===== config.mk =====
export PLATFORM = sky130hd
export DESIGN_NAME = adcq_trig_ctrl
export DESIGN_NICKNAME = d
export VERILOG_FILES = /design/src/rtl/adcq_pkg.sv /design/src/rtl/adcq_cmd_fifo.sv /design/src/rtl/adcq_edge_det.sv /design/src/rtl/adcq_ser_tx.sv /design/src/rtl/adcq_trig_ctrl.sv
export SDC_FILE = /design/constraint.sdc
export NUM_CORES = 1
export LEC_CHECK = 0
export BUFFER_PORTS_ARGS = -buffer_cell sky130_fd_sc_hd__buf_2
export CORE_UTILIZATION = 60
export CTS_BUF_LIST = sky130_fd_sc_hd__clkbuf_16
export DETAILED_ROUTE_END_ITERATION = 12
export GPL_ROUTABILITY_DRIVEN = 0
export PLACE_DENSITY = 0.81
export SYNTH_ARGS = -nofsm -noshare
export SYNTH_HDL_FRONTEND = slang
export SYNTH_SLANG_ARGS = --single-unit

===== constraint.sdc =====
create_clock -name clk -period 7.6 [get_ports clk]
set_input_delay 0 -clock clk [delete_from_list [all_inputs] [get_ports clk]]
set_output_delay 0 -clock clk [all_outputs]
set_load 0.05 [all_outputs]

===== src/rtl/adcq_pkg.sv =====
package adcq_pkg;

    typedef enum logic [1:0] {
        MODE_OFF    = 2'd0,
        MODE_SWSCAN = 2'd1,
        MODE_RISE   = 2'd2,
        MODE_FALL   = 2'd3
    } qmode_e;

    typedef enum logic [1:0] {
        ST_IDLE  = 2'd0,
        ST_SCAN  = 2'd1,
        ST_SHIFT = 2'd2
    } qstate_e;

endpackage


===== src/rtl/adcq_cmd_fifo.sv =====
module adcq_cmd_fifo #(
    parameter int DW    = 32,
    parameter int DEPTH = 4,
    localparam int AW   = $clog2(DEPTH),
    localparam int LW   = AW + 1
) (
    input  logic          clk,
    input  logic          rst_n,
    input  logic          flush,
    input  logic          push,
    input  logic [DW-1:0] wdata,
    input  logic          pop,
    output logic [DW-1:0] head,
    output logic [LW-1:0] level,
    output logic          full,
    output logic          empty
);
    logic [DW-1:0] mem [DEPTH];
    logic [AW-1:0] wp, rp;
    logic          push_ok, pop_ok;

    assign full    = (level == LW'(DEPTH));
    assign empty   = (level == '0);
    assign push_ok = push && !full && !flush;
    assign pop_ok  = pop && !empty && !flush;
    assign head    = mem[rp];

    function automatic logic [AW-1:0] nxt(input logic [AW-1:0] p);
        return (p == AW'(DEPTH - 1)) ? '0 : p + 1'b1;
    endfunction

    always_ff @(posedge clk) begin
        if (push_ok) mem[wp] <= wdata;
    end

    always_ff @(posedge clk or negedge rst_n) begin
        if (!rst_n) begin
            wp    <= '0;
            rp    <= '0;
            level <= '0;
        end else if (flush) begin
            wp    <= '0;
            rp    <= '0;
            level <= '0;
        end else begin
            if (push_ok) wp <= nxt(wp);
            if (pop_ok)  rp <= nxt(rp);
            if (push_ok && !pop_ok)      level <= level + 1'b1;
            else if (pop_ok && !push_ok) level <= level - 1'b1;
        end
    end
endmodule


===== src/rtl/adcq_edge_det.sv =====
module adcq_edge_det (
    input  logic clk,
    input  logic rst_n,
    input  logic clr,
    input  logic sig,
    output logic rise,
    output logic fall
);
    logic prev, vld;

    always_ff @(posedge clk or negedge rst_n) begin
        if (!rst_n) begin
            prev <= 1'b0;
            vld  <= 1'b0;
        end else if (clr) begin
            vld  <= 1'b0;
        end else begin
            prev <= sig;
            vld  <= 1'b1;
        end
    end

    assign rise = vld && sig && !prev;
    assign fall = vld && !sig && prev;
endmodule


===== src/rtl/adcq_ser_tx.sv =====
module adcq_ser_tx #(
    parameter int DW  = 32,
    localparam int BW = $clog2(DW) + 1
) (
    input  logic          clk,
    input  logic          rst_n,
    input  logic          load,
    input  logic [DW-1:0] data,
    input  logic          shift,
    input  logic          abort,
    output logic          dout,
    output logic          busy,
    output logic          done,
    output logic [BW-1:0] bits
);
    logic [DW-1:0] sh;

    assign done = busy && shift && !abort && (bits == BW'(DW - 1));
    assign dout = busy ? sh[DW-1] : 1'b0;

    always_ff @(posedge clk or negedge rst_n) begin
        if (!rst_n) begin
            sh   <= '0;
            bits <= '0;
            busy <= 1'b0;
        end else if (load) begin
            sh   <= data;
            bits <= '0;
            busy <= 1'b1;
        end else if (abort) begin
            busy <= 1'b0;
        end else if (busy && shift) begin
            sh   <= {sh[DW-2:0], 1'b0};
            bits <= bits + 1'b1;
            if (done) busy <= 1'b0;
        end
    end
endmodule


===== src/rtl/adcq_trig_ctrl.sv =====
module adcq_trig_ctrl
    import adcq_pkg::*;
#(
    parameter int DW          = 32,
    parameter int DEPTH       = 4,
    parameter int CNT_W       = 8,
    parameter int ABORT_LIMIT = 26
) (
    input  logic                   clk,
    input  logic                   rst_n,
    input  logic                   ctl_wr,
    input  logic [1:0]             ctl_mode,
    input  logic                   ctl_start,
    input  logic                   ctl_flush,
    input  logic                   fill_en,
    input  logic                   cnt_wr,
    input  logic [CNT_W-1:0]       cnt_wdata,
    input  logic                   push_en,
    input  logic [DW-1:0]          push_data,
    input  logic                   trig_in,
    input  logic                   ser_shift,
    output logic [1:0]             cur_mode,
    output logic                   scan_armed,
    output logic                   q_running,
    output logic [CNT_W-1:0]       xfer_cnt,
    output logic [$clog2(DEPTH):0] fifo_level,
    output logic                   fill_req,
    output logic                   buf_we,
    output logic [DW-1:0]          buf_data,
    output logic                   ser_dout,
    output logic                   ser_active
);
    localparam int LW      = $clog2(DEPTH) + 1;
    localparam int BW      = $clog2(DW) + 1;
    localparam int EOQ_POS = DW - 1;
    localparam int TGT_POS = DW - 2;

    qmode_e         mode_q, mode_n;
    qstate_e        st_q, st_n;
    logic           wr_ok, dis_now, trig_ok, rise, fall;
    logic           sss_q, sss_n, ser_eoq_q;
    logic [DW-1:0]  head;
    logic           empty, full, pop, flush_ok;
    logic           ser_load, ser_abort, ser_done, ser_busy;
    logic [BW-1:0]  ser_bits;
    logic           xfer_done, eoq_hit, buf_we_c;
    logic [CNT_W-1:0] cnt_q;

    adcq_cmd_fifo #(.DW(DW), .DEPTH(DEPTH)) u_fifo (
        .clk(clk), .rst_n(rst_n), .flush(flush_ok), .push(push_en),
        .wdata(push_data), .pop(pop), .head(head), .level(fifo_level),
        .full(full), .empty(empty)
    );

    adcq_edge_det u_edge (
        .clk(clk), .rst_n(rst_n), .clr(mode_q == MODE_OFF),
        .sig(trig_in), .rise(rise), .fall(fall)
    );

    adcq_ser_tx #(.DW(DW)) u_ser (
        .clk(clk), .rst_n(rst_n), .load(ser_load), .data(head),
        .shift(ser_shift), .abort(ser_abort), .dout(ser_dout),
        .busy(ser_busy), .done(ser_done), .bits(ser_bits)
    );

    // mode write filter and start-bit update
    always_comb begin
        wr_ok = 1'b0;
        if (ctl_wr) begin
            if (mode_q != MODE_OFF) wr_ok = (qmode_e'(ctl_mode) == MODE_OFF);
            else wr_ok = (qmode_e'(ctl_mode) == MODE_OFF) || (st_q == ST_IDLE);
        end
        mode_n   = wr_ok ? qmode_e'(ctl_mode) : mode_q;
        dis_now  = (mode_n == MODE_OFF);
        flush_ok = ctl_flush && (st_q == ST_IDLE);
        trig_ok  = (mode_q == MODE_SWSCAN) ||
                   (mode_q == MODE_RISE && rise) ||
                   (mode_q == MODE_FALL && fall);
    end

    // next state and per-state actions
    always_comb begin
        st_n      = st_q;
        pop       = 1'b0;
        buf_we_c  = 1'b0;
        ser_load  = 1'b0;
        ser_abort = 1'b0;
        xfer_done = 1'b0;
        eoq_hit   = 1'b0;
        unique case (st_q)
            ST_IDLE: begin
                if (!dis_now && sss_q && trig_ok) st_n = ST_SCAN;
            end
            ST_SCAN: begin
                if (!empty && !head[TGT_POS]) begin
                    pop       = 1'b1;
                    buf_we_c  = 1'b1;
                    xfer_done = 1'b1;
                    eoq_hit   = head[EOQ_POS];
                    if (head[EOQ_POS] || dis_now) st_n = ST_IDLE;
                end else if (!empty && !dis_now) begin
                    pop      = 1'b1;
                    ser_load = 1'b1;
                    st_n     = ST_SHIFT;
                end else if (dis_now) begin
                    st_n = ST_IDLE;
                end
            end
            ST_SHIFT: begin
                if (dis_now && ser_bits < BW'(ABORT_LIMIT)) begin
                    ser_abort = 1'b1;
                    st_n      = ST_IDLE;
                end else if (ser_done) begin
                    xfer_done = 1'b1;
                    eoq_hit   = ser_eoq_q;
                    st_n      = (ser_eoq_q || dis_now) ? ST_IDLE : ST_SCAN;
                end
            end
            default: st_n = ST_IDLE;
        endcase

        if (dis_now)                sss_n = 1'b0;
        else if (ctl_wr && ctl_start) sss_n = 1'b1;
        else if (eoq_hit)           sss_n = 1'b0;
        else                        sss_n = sss_q;
    end

    always_ff @(posedge clk or negedge rst_n) begin
        if (!rst_n) st_q <= ST_IDLE;
        else        st_q <= st_n;
    end

    always_ff @(posedge clk or negedge rst_n) begin
        if (!rst_n) begin
            mode_q    <= MODE_OFF;
            sss_q     <= 1'b0;
            ser_eoq_q <= 1'b0;
            cnt_q     <= '0;
        end else begin
            mode_q <= mode_n;
            sss_q  <= sss_n;
            if (ser_load) ser_eoq_q <= head[EOQ_POS];
            if (cnt_wr)         cnt_q <= cnt_wdata;
            else if (xfer_done) cnt_q <= cnt_q + 1'b1;
        end
    end

    assign cur_mode   = mode_q;
    assign scan_armed = sss_q;
    assign q_running  = (st_q != ST_IDLE);
    assign xfer_cnt   = cnt_q;
    assign fill_req   = fill_en && !full;
    assign buf_we     = buf_we_c;
    assign buf_data   = head;
    assign ser_active = ser_busy;

    localparam int UNUSED_LW = LW;
endmodule


==> results.toml <==
[run_status]
status = "finished clean"

[pwr]
ir_drop_mv = 0.241
powerDensity_mw_per_mm2 = 405
power_leakage_nw = 3.76

[die]
fp.coreArea_mm2 = 0.0128
start_util = 0.625
die_w_um = 117
die_h_um = 117
die_area_mm2 = 0.0138
io_pins = 103
rows = 41

[sta]
hold_violations = 0
slew_violations = 0
setup_viol = 0
finalSetupTns_ps = 0
period_minus_slack_ps = 3020
rsz0062_at_grt = "no"
fin_crit_sh = 0.397
fin_skew_ps = 8.64
relSlewSlack = 0.185
worst_slew_pin_slew_ps = 1220
timing.fmax_mhz = 331

[synth]
synth_top_family_by_area = "multiplexers"
synth-compound-area-share = 0.0552
synth_cell_types = 49
syn_nets = 571
synth_area_per_cell_um2 = 15.7
synth-adder-area-share = 0.0198
ys_ff_latch = 190
yosys.area.top_type = "edfxtp_1"
synth.top_cell.area_share = 0.482
seq_area_frac_synth = 0.676
syn-instance-count = 507
synth_flop_cell = "edfxtp_1"
yosys_warnings = 0
synth_xor_area_frac = 0.0132
muxShareOfSynthArea = 0.139
synth_async_sr_flop_share = 0.326
synth_edf_count = 128
ys_top_cells_by_area = "edfxtp_1 48%, dfrtp_1 19%, mux4_2 9.0%, mux2i_1 4.1%, nand2_1 2.6%"
synth_area_mm2 = 0.00798
synth_simple_gate_area_frac = 0.0729

[worst_setup_path]
crit_fanout = 34
timing.rr.start = "st_q[0]"
crit_start = "st_q[0]"
worstPathArrival_ps = 3290
cp_slowest_stage_delay_ps = 1040
path_cells = "inv_1, ha_1, a211oi_2, o2111ai_2, nor2b_4, mux2i_1, o21ai_1"
cp_num_buf_inv = 1
cp_slowest_cell = "nor2b_4"
start_kind = "flop"
worst_path_dominant_cell_family = "simple AND/OR/NAND/NOR gates"
worstSetupPathType = "reg2reg"
worst_setup_path_end_kind = "flop"
crit_required_ps = 7870

[grt]
grt_max_degree = 69
grt_overflow = 0
grt_pass1_vias = 5052
grtUsageTotal = 0.245
antenna_found_initial = 1
grt_pass1_wl_um = 25600

[min_path]
hp-class = "in2reg"
hp-start = "cnt_wr"

[cts]
clk_latency_ps = 430
clockBufferDepth = 2
cts_resized = 0
root_buffer = "clkbuf_16"
h-tree-depth = 4
cts.sinks = 190
cts_tree = "built"
cts.clk_slew.worst_paths_ps = 70
cts_buffers = 17

[drt]
via_count = 4918
ant_nets = 0
drtIter0Drc = 311
remaining_drc_errors = 0
wl_per_cell_um = 18.4
viasPerCell = 5.79
drt_wl_total_um = 15600
drtPass1Iterations = 5

[final_layout]
drive_gt1_frac = 0.275
area_growth_syn_to_layout_pct = 22.1
fin_nets = 729
final_cell_mix = "128 x edfxtp_1, 102 x buf_2, 61 x dfrtp_1"
final_common_cell = "edfxtp_1"
final_cells = 850

[flow_run]
cap_violations = 0

[placement]
port_buffers = 102
dp_hpwl_um = 8980
dp_cells = 761
[path summary, 6_finish.rpt]
check | endpoint | slack, ps | depth (start not counted)
min in group asynchronous | u_edge.vld | 280 | 3
hold / removal | xfer_cnt[1] | 30 | 3
setup / recovery | u_ser.sh[7] | 4580 | 7
max in group asynchronous | u_fifo.rp[0] | 6770 | 3
hold reg to reg | u_ser.sh[30] | 520 | 2
setup reg to reg | u_ser.sh[7] | 4580 | 7
[repair_timing]
action,in CTS,in global routing
endpoints found under the hold margin,204,0
endpoints found under the setup margin,0,0
hold buffers,57,0
setup buffers,0,0
[metrics by stage]
| step | area, um^2 | hold WS, ps | total power [mW] | worst slack [ps] | util |
|---|---|---|---|---|---|
| 2_1_floorplan | 7980 | -296 | 2.72 | 4930 | - |
| 3_3_place_gp | 8590 | 203 | 3.01 | 4800 | 0.673 |
| 3_5_place_dp | 8590 | 216 | 3.06 | 4600 | 0.673 |
| 4_1_cts | 9740 | 13.7 | 3.96 | 4610 | 0.762 |
| 5_1_grt | 9740 | 39.5 | 4.14 | 4380 | 0.763 |
| 6_report | 9740 | 28.5 | 3.95 | 4580 | 0.763 |
[tightest hold or removal path, cell delays in order]
cell and delay, ps:
buf_2 180, a31oi_1 160, a21oi_1 70
[power breakdown]
part / leakage [nW] / total [mW] / internal [mW] / switching [mW]
Clock: 0.282 / 0.867 / 0.509 / 0.358
Sequential: 1.93 / 1.48 / 1.36 / 0.121
Combinational: 1.55 / 1.61 / 0.511 / 1.10
[logic make-up (layout without fill, tap and decap cells)]
| group | Yosys count | in the layout |
|---|---|---|
| DFF | 190 | 190 |
| and+or+nand+nor | 121 | 121 |
| muxes | 70 | 70 |
| AOI/OAI and AO/OA | 68 | 68 |
| buffers and inverters | 34 | 204 |
| adders and majority gates | 12 | 12 |
| xor gates and xnor gates | 12 | 12 |
| other | 0 | 1 |
[layer usage]
layer / up-vias / wire [um] / part of all wire / global-route usage
met4: 0 / 263 / 0.017 / 0.0812
met5: - / 0 / 0 / 0
met1: 2472 / 6300 / 0.40 / 0.301
met3: 25 / 807 / 0.052 / 0.0516
li1: 2242 / - / - / -
met2: 179 / 8280 / 0.53 / 0.431
[synth_stat cells (all sizes together) (4+ instances only)]
master	number
nand4	8
nor2	18
a21oi	8
mux2	5
inv	11
o21ai	44
xor2	7
and3	9
nand2	56
xnor2	5
edfxtp	128
clkbuf	10
ha	11
nor2b	4
dfrtp	62
nand3	6
buf	13
mux2i	33
and2	4
mux4	32
[area by class of cell]
cell class	instances	area, um^2
Clock buffer	17	425
Multi-Input combinational cell	283	2410
Tap cell	172	215
Timing Repair Buffer	162	1100
Sequential cell	190	5400
Inverter	11	41.3
Clock inverter	14	151
Antenna cell	1	2.50
Fill cell	744	3030
[registers in the layout, summed over array words and instances, names as in the netlist]
| signal | cells |
|---|---|
| xfer_cnt | 8 |
| u_ser.bits | 6 |
| u_fifo.wp | 2 |
| u_fifo.rp | 2 |
| u_edge.vld | 1 |
| scan_armed | 1 |
| u_edge.prev | 1 |
| ser_eoq_q | 1 |
| u_ser.busy | 1 |
| u_fifo.level | 3 |
| u_ser.sh | 32 |
| u_fifo.mem | 128 |
| st_q | 2 |
| cur_mode | 2 |
Note: power is estimated with default switching activity, not from simulation.
